`config.mk`:
```
export PLATFORM = sky130hd
export DESIGN_NAME = offset_loader
export DESIGN_NICKNAME = d
export VERILOG_FILES = /design/src/rtl/offset_loader.sv
export SDC_FILE = /design/constraint.sdc
export NUM_CORES = 1
export LEC_CHECK = 0
export BUFFER_PORTS_ARGS = -buffer_cell sky130_fd_sc_hd__buf_2
export CORE_MARGIN = 2
export CORE_UTILIZATION = 45
export CTS_BUF_LIST = sky130_fd_sc_hd__clkbuf_8
export CTS_CLUSTER_SIZE = 40
export DETAILED_ROUTE_END_ITERATION = 10
export PLACE_DENSITY = 0.78
export SLEW_MARGIN = 5
export SYNTH_ARGS = -nofsm -noshare
export SYNTH_HDL_FRONTEND = slang
export SYNTH_SLANG_ARGS = --single-unit
```
`constraint.sdc`:
```
create_clock -name clk -period 2.55 [get_ports clk]
set_input_delay 0.51 -clock clk [delete_from_list [all_inputs] [get_ports clk]]
set_output_delay 0.51 -clock clk [all_outputs]
set_load 0.01 [all_outputs]
```
`src/rtl/offset_loader.sv`:
```
module offset_loader #(
  parameter int ADDR_W = 10,
  parameter int DATA_W = 36
) (
  input  logic              clk,
  input  logic              mrst_n,
  input  logic              prst_n,
  input  logic              cfg_sel_sen_n,
  input  logic              cfg_sel_sd,
  input  logic              cfg_mode,
  input  logic              wr_en,
  input  logic [DATA_W-1:0] wr_data,
  output logic [ADDR_W+9:0] ofs_x,
  output logic [ADDR_W+9:0] ofs_y,
  output logic              load_done
);
  localparam int OFS_W = ADDR_W + 10;
  localparam int TOTAL = 2 * OFS_W;
  localparam int CNT_W = $clog2(TOTAL + 1);
  localparam logic [1:0] M_PRE = 2'd0, M_PAR = 2'd1, M_SER = 2'd2;

  logic [1:0]       meth;
  logic [CNT_W-1:0] cnt;
  logic [OFS_W-1:0] preset_v;
  logic             unused_hi;

  wire take    = mrst_n && prst_n && !load_done;
  wire par_wr  = take && (meth == M_PAR) && wr_en;
  wire ser_bit = take && (meth == M_SER) && !cfg_sel_sen_n;
  wire is_par  = cfg_mode && cfg_sel_sen_n && cfg_sel_sd;

  assign preset_v  = cfg_sel_sen_n ? OFS_W'(64) : (cfg_sel_sd ? OFS_W'(16) : OFS_W'(8));
  assign unused_hi = ^wr_data;

  always_ff @(posedge clk) begin
    if (!mrst_n) begin
      cnt <= '0;
      if (cfg_mode && !is_par) begin
        meth <= M_PRE; ofs_x <= preset_v; ofs_y <= preset_v; load_done <= 1'b1;
      end else begin
        meth <= is_par ? M_PAR : M_SER;
        ofs_x <= '0; ofs_y <= '0; load_done <= 1'b0;
      end
    end else if (par_wr) begin
      cnt <= cnt + 1'b1;
      if (cnt == '0) ofs_x <= wr_data[OFS_W-1:0];
      else begin
        ofs_y <= wr_data[OFS_W-1:0];
        load_done <= 1'b1;
      end
    end else if (ser_bit) begin
      cnt <= cnt + 1'b1;
      {ofs_y, ofs_x} <= {ofs_y[OFS_W-2:0], ofs_x, cfg_sel_sd};
      if (cnt == CNT_W'(TOTAL - 1)) load_done <= 1'b1;
    end
  end

  a_r1_preset_pair: assert property (@(posedge clk) disable iff (!mrst_n)
    (meth == M_PRE) |-> (ofs_x == ofs_y) && load_done &&
      (ofs_x == OFS_W'(8) || ofs_x == OFS_W'(16) || ofs_x == OFS_W'(64)));

  a_r3_par_y_last: assert property (@(posedge clk) disable iff (!mrst_n)
    (meth == M_PAR) && $rose(load_done) |-> $past(wr_en) && (ofs_y == $past(wr_data[OFS_W-1:0])));

  a_r5_ser_count: assert property (@(posedge clk) disable iff (!mrst_n)
    (meth == M_SER) && $rose(load_done) |-> $past(!cfg_sel_sen_n) && ($past(cnt) == CNT_W'(TOTAL - 1)));

  a_r6_hold_done: assert property (@(posedge clk) disable iff (!mrst_n)
    mrst_n && load_done |=> $stable(ofs_x) && $stable(ofs_y) && load_done);

  a_r7_prst_hold: assert property (@(posedge clk) disable iff (!mrst_n)
    mrst_n && !prst_n |=> $stable(ofs_x) && $stable(ofs_y) && $stable(load_done) && $stable(cnt));

  a_r8_method_fixed: assert property (@(posedge clk) disable iff (!mrst_n)
    mrst_n |=> $stable(meth));
endmodule

```
## Yosys cells after proc, flatten, opt, wreduce, memory -nomap -nowiden

Index checks and enable logic that the tools add are counted.

- Add/sub/neg operators: 1
- Equality and inequality tests: 7
- Mux-type cells: 20
- Reductions and logical operators: 17

Operators with widths:

| operator | count |
|---|---|
| 20-bit 2-to-1 mux | 8 |
| 7-bit 2-to-1 mux | 2 |
| 6-bit 2-to-1 mux | 2 |
| 1-bit logical AND | 9 |
| 6-bit by 1-bit adder with 6-bit output, second input constant | 1 |
| 6-bit equality test, second input constant | 1 |
| 6-bit zero test | 1 |
| 1-bit 2-to-1 mux | 6 |
| 3-bit by 1-bit != test with 1-bit output, second input constant | 2 |
| 5-bit 2-to-1 mux | 1 |
| 2-bit AND reduction | 2 |
| 1-bit zero test | 3 |
| 3-bit by 2-bit != test with 1-bit output, second input constant | 1 |
| 3-bit != test, second input constant | 1 |
| 3-bit AND reduction | 1 |
| 2-bit by 1-bit equality test with 1-bit output, second input constant | 1 |
| 2-bit equality test, second input constant | 1 |
| 2-bit 2-to-1 mux | 1 |
| 2-bit nonzero test | 1 |

- Register bits after elaboration: 49
- Input port bits: 43
- Output and inout port bits: 41
- Word-level logic and storage cells: 50

## Depth between registers and ports, before layout

Gate-level depths: netlist of the first run.

- Depth in word-level cells: 7
- Depth in mapped cells: 7

## Worst setup path after synthesis of the first run

Ideal clock, no wire load.

- Path kind: input port to flip-flop
- Start point: input port wr_en
- End point: register ofs_x[0] (enable)
- Library setup time: 404 ps
- Arrival: 2332 ps
- Required time: 2146 ps
- Path slack: -185 ps
- Cell stages on the path: 7
- Buffers on the path: 3
- Path through: and3b_1 > buf_6 > and3_4 > buf_6 > buf_6 > nor2b_1 > a21oi_1

- Word-level cells in the longest chain between the ends: 3
- Elaborated cells on any way between the ends: 4
- Classes of those cells: eq/ne: 2; reduce/logical: 2

Ends and longest elaborated chain:

| what | RTL line | text |
|---|---|---|
| from (decl) | 11 | `input logic wr_en,` |
| 1-bit logical AND (*) | 28 | `wire par_wr = take && (meth == M_PAR) && wr_en;` |
| 3-bit by 2-bit != test with 1-bit output (no line) or 3-bit by 1-bit != test with 1-bit output (tied branches) | n/a |  |
| 2-bit AND reduction (no line) (*) | n/a |  |
| to (signal assigned) | 46 | `if (cnt == '0) ofs_x <= wr_data[OFS_W-1:0];` |
| to (signal assigned) | 53 | `{ofs_y, ofs_x} <= {ofs_y[OFS_W-2:0], ofs_x, cfg_sel_sd};` |
| to (decl) | 13 | `output logic [ADDR_W+9:0] ofs_x,` |

Every way passes the cells marked *; elsewhere a longest branch is shown, timed or not.
A chain may end at the register's enable or synchronous reset.

## Worst setup path in the final report of the first run

- Start point: register meth[0]
- End point: register ofs_x[8] (enable)

- Word-level cells in the longest chain between the ends: 5
- Elaborated cells on any way between the ends: 9
- Classes of those cells: eq/ne: 4; reduce/logical: 5

Ends and longest elaborated chain:

| what | RTL line | text |
|---|---|---|
| from (decl) | 22 | `logic [1:0] meth;` |
| from (signal assigned) | 41 | `meth <= is_par ? M_PAR : M_SER;` |
| 2-bit by 1-bit equality test with 1-bit output or 2-bit equality test (tied branches) | 28, 29 |  |
| 1-bit logical AND (on tied branches) (2 in series) | 28, 29 |  |
| 3-bit by 2-bit != test with 1-bit output (no line) or 3-bit by 1-bit != test with 1-bit output (tied branches) | n/a |  |
| 2-bit AND reduction (no line) (*) | n/a |  |

Marked as above.

==> results of run 1 <==
==> power by group through the flow <==
stage | sequential [W] | clock [W] | combinational, W
final | 0.000968 | 0.000441 | 0.000204
after global routing | 0.000974 | 0.000494 | 0.000223
after CTS | 0.000968 | 0.000458 | 0.000206
after detailed placement | 0.000985 | 0 | 0.000205
after global placement | 0.000984 | 0 | 0.000202
after floorplan | 0.00101 | 0 | 0.0000787
==> critical path, cell delays in order (launching register included) <==
cell and delay [ps]:
sky130_fd_sc_hd__edfxtp_1 410, sky130_fd_sc_hd__and3b_1 240, sky130_fd_sc_hd__and3_4 190, sky130_fd_sc_hd__nor2b_1 130, sky130_fd_sc_hd__a21oi_2 850
==> kinds of logic after synthesis <==
| group | after synthesis | share of synthesized area [%] |
|---|---|---|
| adders and majority gates | 2 | 1.16 |
| DFF | 49 | 65.5 |
| AOI/OAI and AO/OA | 49 | 19.0 |
| and+or+nand+nor | 30 | 7.72 |
| xor gates and xnor gates | 5 | 2.03 |
| buffers and inverters | 15 | 4.12 |
| muxes | 1 | 0.464 |
==> cells in the final DEF (no fill, tap or decap), types with 2 or more instances in the layout <==
| cell | count |
|---|---|
| sky130_fd_sc_hd__edfxtp_1 | 43 |
| sky130_fd_sc_hd__nor4_1 | 2 |
| sky130_fd_sc_hd__clkinvlp_4 | 2 |
| sky130_fd_sc_hd__dfxtp_1 | 6 |
| sky130_fd_sc_hd__inv_1 | 4 |
| sky130_fd_sc_hd__nand2_1 | 8 |
| sky130_fd_sc_hd__clkbuf_8 | 5 |
| sky130_fd_sc_hd__o211ai_1 | 4 |
| sky130_fd_sc_hd__ha_1 | 2 |
| sky130_fd_sc_hd__nor2b_1 | 2 |
| sky130_fd_sc_hd__and3_1 | 2 |
| sky130_fd_sc_hd__buf_4 | 6 |
| sky130_fd_sc_hd__nor3_1 | 2 |
| sky130_fd_sc_hd__buf_2 | 67 |
| sky130_fd_sc_hd__a22o_1 | 34 |
| sky130_fd_sc_hd__xor2_1 | 4 |
| sky130_fd_sc_hd__nor2_1 | 7 |
| sky130_fd_sc_hd__a221o_1 | 4 |
==> stage by stage <==
| step | total power (W) | cell area [um2] | setup slack [ps] | instances | util (%) |
|---|---|---|---|---|---|
| after floorplan | 0.00109 | 2160 | 255 | 151 | - |
| after global placement | 0.00119 | 2570 | 139 | 268 | 55.1 |
| after detailed placement | 0.00119 | 2570 | 113 | 268 | 55.1 |
| after CTS | 0.00163 | 2660 | 287 | 276 | 57.0 |
| after global routing | 0.00169 | 2660 | 183 | 276 | 57.0 |
| final | 0.00161 | 2660 | 342 | 276 | 57.0 |
==> routing by layer <==
metal / vias to the layer above / global-route usage (%) / routed length [um]
met3: 2 / 5.25 / 323
met2: 64 / 22.4 / 1950
met5: - / 0 / 0
met1: 746 / 24.8 / 2170
met4: 0 / 4.73 / 8
li1: 740 / - / -
==> synth_stat cells (all sizes together), types with 3 or more instances <==
library cell | count | share of area, %
xor2 | 4 | 1.6
inv | 3 | 0.52
dfxtp | 6 | 5.6
a21oi | 3 | 0.70
a22o | 34 | 14
nor2 | 7 | 1.2
edfxtp | 43 | 60
o211ai | 4 | 1.4
nand2 | 8 | 1.4
a221o | 4 | 1.9
buf | 11 | 3.4
and3 | 3 | 1.1
==> flip-flops by register name, indices dropped and copies added, names as in the netlist <==
register / cells
cnt: 6
load_done: 1
meth: 2
ofs_x: 20
ofs_y: 20
==> worst paths after layout <==
kind / slack, ps / end / from / depth (start not counted)
setup / recovery: 340 / ofs_x[8] / meth[0] / 4
hold reg to reg: 570 / ofs_x[9] / ofs_x[8] / 1
setup reg to reg: 340 / ofs_x[8] / meth[0] / 4
hold / removal: 520 / load_done / cfg_mode / 3
==> area by class of cell <==
type / instances / area, um2 / area share [%]
repair buffers: 74 / 400 / 15.1
clock buffers: 5 / 68.8 / 2.59
flip-flops and latches: 49 / 1410 / 53.1
multi-input cells: 87 / 676 / 25.4
well taps: 54 / 67.6 / 2.54
clock inverters: 3 / 18.8 / 0.706
inverters: 4 / 15.0 / 0.565
==> results.txt, run 1 <==
The net count of the finished layout is 266. The TritonCTS buffer count is 5. Entering global routing, the biggest net connects 43 pins. The power density relative to cell area is 607 nW/um2. The synthesized design contains 49 register bits.

The share of the clock period used by the worst path after layout came out at 86.6%. The initial antenna violation count is 0. The class of the most critical hold timing path is primary input to flop. The number of sinks driven by the clock tree came out at 49. The combinational group share of total power came out at 12.7%. The worst relative slew slack is 20.9%. Wires add up to 4450 um. The shortest clock period the worst path allows after layout came out at 2210 ps. The horizontal extent of the die came out at 73.2 um.

The distinct cell type count of the synthesized netlist came out at 30. Measured along the y axis, the die boundary spans 73.2 um. The peak ir drop on the vdd network is 234 uV. The cell count after synthesis is 151.

Setup violations remaining at the end of the flow were counted as 0. Of the total power, the clock network draws 27.4%. 84 I/O pins were placed. The source-to-sink clock delay at the later pin of the worst-skew pair is 290 ps.

The mean post-synth cell area is 14.3 um2. The number of DRC violations after detailed routing came out at 0. The number of nets still failing antenna checks after routing is 0. The detail-routed net length per standard cell is 16.1 um.

Clock-pin slew was measured on the worst setup and hold paths at 80 ps. The worst path required time is 2460 ps. The area of the core region came out at 4660 um2.

The worst setup path is captured at a flop. The worst setup path is launched from a flop. The root cell of the clock tree is sky130_fd_sc_hd__clkbuf_8. The clock passes through at most 2 buffers. The largest fanout on the critical path is 20.

The aggregate negative setup slack is 0 ps. The count of final hold-check violations came to 0. Global routing used 16.4% of the available tracks across all layers. The number of DRC markers after the initial detailed-route iteration is 149.

The number of maximum-capacitance violations came out at 0. The number of gates resized after cts came out at 0. The internal power is 0.00122 W. The number of global-route vias before repair came to 1337.

The post-synth design cell area is 2160 um2. The HPWL after detailed placement came out at 3010 um. The number of synthesis warnings came out at 0. The number of antenna diodes came out at 0. The max-slew violation total from the final report came out at 0. The total net switching power is 0.000393 W. The relative area change from synthesis to final layout came out at 23.3%. The transition time at the pin with the least slew margin came out at 1190 ps. The final hold slack is 521 ps.

The total congestion overflow after global routing came out at 0. The filler cells instantiated in the layout total 387. The switching share of total power is 24.4%. The post-synthesis sequential area ratio is 65.5%. The most used flip-flop cell after synthesis is sky130_fd_sc_hd__edfxtp_1.

The setup path with the least slack is of type flop to flop. The share of power burned in registers came out at 60.0%. The fraction of final layout cells sized beyond drive strength 1 is 38.7%. The highest clock frequency the design can meet is 0.453 GHz.

The number of vias in the routed layout came out at 1552. The total of hold buffers inserted after clock tree synthesis is 0. The final weighted congestion in routability-driven placement is 0.835.

The clock tree from TritonCTS is done. The data arrival time of the critical path is 2120 ps. The mean number of vias per cell came out at 5.62.

The post-CTS setup repair buffer count is 0. The area of the die is 5360 um2. The proportion of register bits with asynchronous set or reset after synthesis came out at 0%.

The number of nets in the synthesized netlist is 196. The initial utilization of the core area, before any placement, comes to 46.3%. In this run the core area contains 25 standard-cell rows.

The number of synthesized flops with an enable pin came out at 43. The run finished with clean final reports. The CTS H-tree depth is 2. For this run, the detailed router's first-pass iteration total came to 4. The global-route wire length before repair came out at 6560 um. Setup repair after global routing left no endpoint under its margin. The final clock skew is 6.19 ps. In this run the tool buffered the top-level ports with 67 buffer cells. In this run the static leakage power is 1.16 nW.
Power figures use the tool's default switching activity.
==> run 2, diff against run 1 <==
--- a/config.mk
+++ b/config.mk
@@ -11,7 +11,7 @@
 export CTS_BUF_LIST = sky130_fd_sc_hd__clkbuf_8
 export CTS_CLUSTER_SIZE = 40
 export DETAILED_ROUTE_END_ITERATION = 10
-export PLACE_DENSITY = 0.78
+export PLACE_DENSITY_LB_ADDON = 0.15
 export SLEW_MARGIN = 5
 export SYNTH_ARGS = -nofsm -noshare
 export SYNTH_HDL_FRONTEND = slang
==> constraint.sdc (replaced) <==
create_clock -name clk -period 1.85 [get_ports clk]
set_input_delay 0.37 -clock clk [delete_from_list [all_inputs] [get_ports clk]]
set_output_delay 0.37 -clock clk [all_outputs]
set_load 0.01 [all_outputs]
==> run 2 against run 1 <==
  * Largest power group unchanged
  * Sequential share of layout area down 1.6 points
  * Die area unchanged
  * Combinational power up 48%
==> results.txt, run 2 (synthesized netlist as in run 1, its figures left out) <==
The flow ran to the end, and the final reports show no timing, DRC or antenna violations. Walking the worst path, the cells encountered are nor2b_2, o21ai_1, buf_4, a21oi_4, buf_12. The source-to-sink clock delay at the later pin of the worst-skew pair is 300 ps (about the same). The area of the core region is 4660 um2 (unchanged).

The largest fanout on the critical path came to 15 (-25%). The detail-routed net length per standard cell came out at 16.7 um (+3.6%). Among all stages on the critical path, the largest delay is contributed by sky130_fd_sc_hd__edfxtp_1. The count of TritonRoute iterations in the first routing pass is 4 (unchanged). The number of nets still failing antenna checks after routing came out at 0 (unchanged).

The fraction of power consumed by the clock network came out at 26.7% (-0.7 points). The post-CTS setup repair buffer count came out at 0 (unchanged). The total net switching power came out at 0.000541 W (+38%). The final clock skew is 3.58 ps (-2.61 ps). The total global-route track usage came out at 18.9% (+2.5 points). The horizontal extent of the die is 73.2 um (unchanged). The internal power is 0.00169 W (+39%). The transition time at the pin with the least slew margin was 672 ps (-514 ps). STA classifies the critical path startpoint as a flop. Leaving out fill and tap cells, the most frequent cell in the layout is sky130_fd_sc_hd__buf_2. The number of sinks driven by the clock tree came out at 49 (unchanged). Setup repair after global routing left no endpoint under its margin. The total buffers and inverters traversed by the critical path came out at 2 (+2). The power density relative to cell area was 815 nW/um2 (+34%). The largest registers in the layout are ofs_x x20, ofs_y x20, cnt x6. The TritonCTS buffer count is 5 (unchanged).

The count of port buffers added during placement is 67 (unchanged). The number of antenna diodes came out at 0 (unchanged). The worst relative slew slack came to 55.1% (+34 points). The share of power burned in registers is 59.8% (-0.2 points).

The area of the die came out at 5360 um2 (unchanged). The min-delay analysis places its worst path in the category primary input to flop. The maximum buffer depth of the clock tree came out at 2 (unchanged). The critical path class is flop to flop.

The kind of capture point of the worst setup path is a flop. The switching share of total power came out at 24.2% (-0.16 points). The register clock-pin slew on the reported worst setup and hold paths came out at 80 ps (about the same). From synthesis to final layout, the design area changed by 27.1%. The fraction of final layout cells sized beyond drive strength 1 is 41.2% (+2.5 points). The peak ir drop on the vdd network came out at 507 uV (+120%). The data arrival time of the critical path is 1750 ps (-370 ps).

The count of final hold-check violations came out at 0 (unchanged). In the layout the commonest cells are sky130_fd_sc_hd__buf_2, sky130_fd_sc_hd__edfxtp_1, sky130_fd_sc_hd__a22o_1. The CTS H-tree depth came out at 2 (unchanged).

The height of the die came to 73.2 um (unchanged). The number of maximum-capacitance violations came out at 0 (unchanged). TritonCTS built the clock tree. The combinational group share of total power is 13.5% (+0.8 points).

The HPWL after detailed placement came to 3460 um (+15%). The maximum number of pins on one net before global-route repair is 26 (-40%). The aggregate negative setup slack is 0 ps (unchanged). The highest clock frequency the design can meet is 0.576 GHz (+27%).

The reported leakage power came out at 1.21 nW (+4.1%). The initial cell density of the core was 46.3% (unchanged). The worst path required time is 1870 ps (-590 ps). The initial antenna violation count was 0 (unchanged). The number of top-level pins came out at 84 (unchanged). The shortest clock period the worst path allows after layout came out at 1740 ps (-473 ps).

The max-slew violation total from the final report came out at 0 (unchanged). The final weighted congestion in routability-driven placement is 0.724 (-13%). The kind of cell adding the most delay to the critical path is flip-flops. The number of DRC markers after the initial detailed-route iteration came out at 82 (-45%). The final count of negative-setup-slack endpoints came out at 0 (unchanged). The number of vias in the routed layout came to 1577 (+1.6%). The mean number of vias per cell was 5.59 (-0.55%). The number of DRC violations after detailed routing was 0 (unchanged). The final core utilization came out at 58.8% (+1.8 points). The total congestion overflow after global routing came out at 0 (unchanged). The cell sitting at the root of the clock tree is a sky130_fd_sc_hd__clkbuf_8. The longest individual stage delay on the worst path was 420 ps (-430 ps). The global-route wire length before repair came out at 7540 um (+15%). The share of the clock period used by the worst path after layout was 93.8% (+7.2 points). The total length of routed wires was 4710 um (+5.8%).

The number of core rows came to 25 (unchanged). The post-layout net count came out at 272 (+2.3%). The number of global-route vias before repair is 1528 (+14%).
[run 2: tightest hold or removal path, cell delays in order]
cell,delay (ps)
sky130_fd_sc_hd__buf_2,70
sky130_fd_sc_hd__a21oi_1,70
sky130_fd_sc_hd__nand2_1,60
[run 2: repair_timing]
item / CTS / global route
resized for setup: 1 / 0
setup endpoints to repair: 40 / 0
hold buffers: 0 / 0
[run 2: final cells by class]
| class | instances | area [um2] |
|---|---|---|
| timing repair buffer | 80 | 470 |
| tap | 54 | 67.6 |
| clock buffer | 5 | 68.8 |
| multi-input combinational | 87 | 693 |
| sequential | 49 | 1410 |
| clock inverter | 3 | 13.8 |
| fill | 390 | 1920 |
| inverter | 4 | 15.0 |
[run 2: power groups by stage]
stage | logic, W | registers, W | clock network [W]
finish | 0.000302 | 0.00133 | 0.000597
global route | 0.000330 | 0.00134 | 0.000653
CTS | 0.000306 | 0.00133 | 0.000610
detailed placement | 0.000305 | 0.00136 | 0
global placement | 0.000299 | 0.00135 | 0
floorplan | 0.000111 | 0.00139 | 0
[run 2: per-layer routing]
layer,share of wire [%],up-vias,wire length (um),GRT usage (%)
li1,-,748,-,-
met2,45,67,2110,28.0
met5,0,-,0,0
met3,7.2,4,338,6.35
met4,1.1,0,50,6.38
met1,47,758,2210,26.0
[run 2: worst paths after layout]
path                   start  slack, ps  cells after the start         to
setup / recovery   load_done        110                      5   ofs_x[0]
hold / removal    wr_data[6]        380                      3   ofs_y[6]
setup reg to reg   load_done        110                      5   ofs_x[0]
hold reg to reg    ofs_x[10]        570                      1  ofs_x[11]
[run 2: through the flow]
stage	power, W	hold WS [ps]	std cells	cell area (um2)	worst slack (ps)
floorplan	0.00150	500	151	2190	-242
global placement	0.00165	518	274	2660	-49.7
detailed placement	0.00166	554	274	2660	-91.3
CTS	0.00225	366	282	2740	95.9
global route	0.00233	374	282	2740	2.73
finish	0.00223	377	282	2740	115
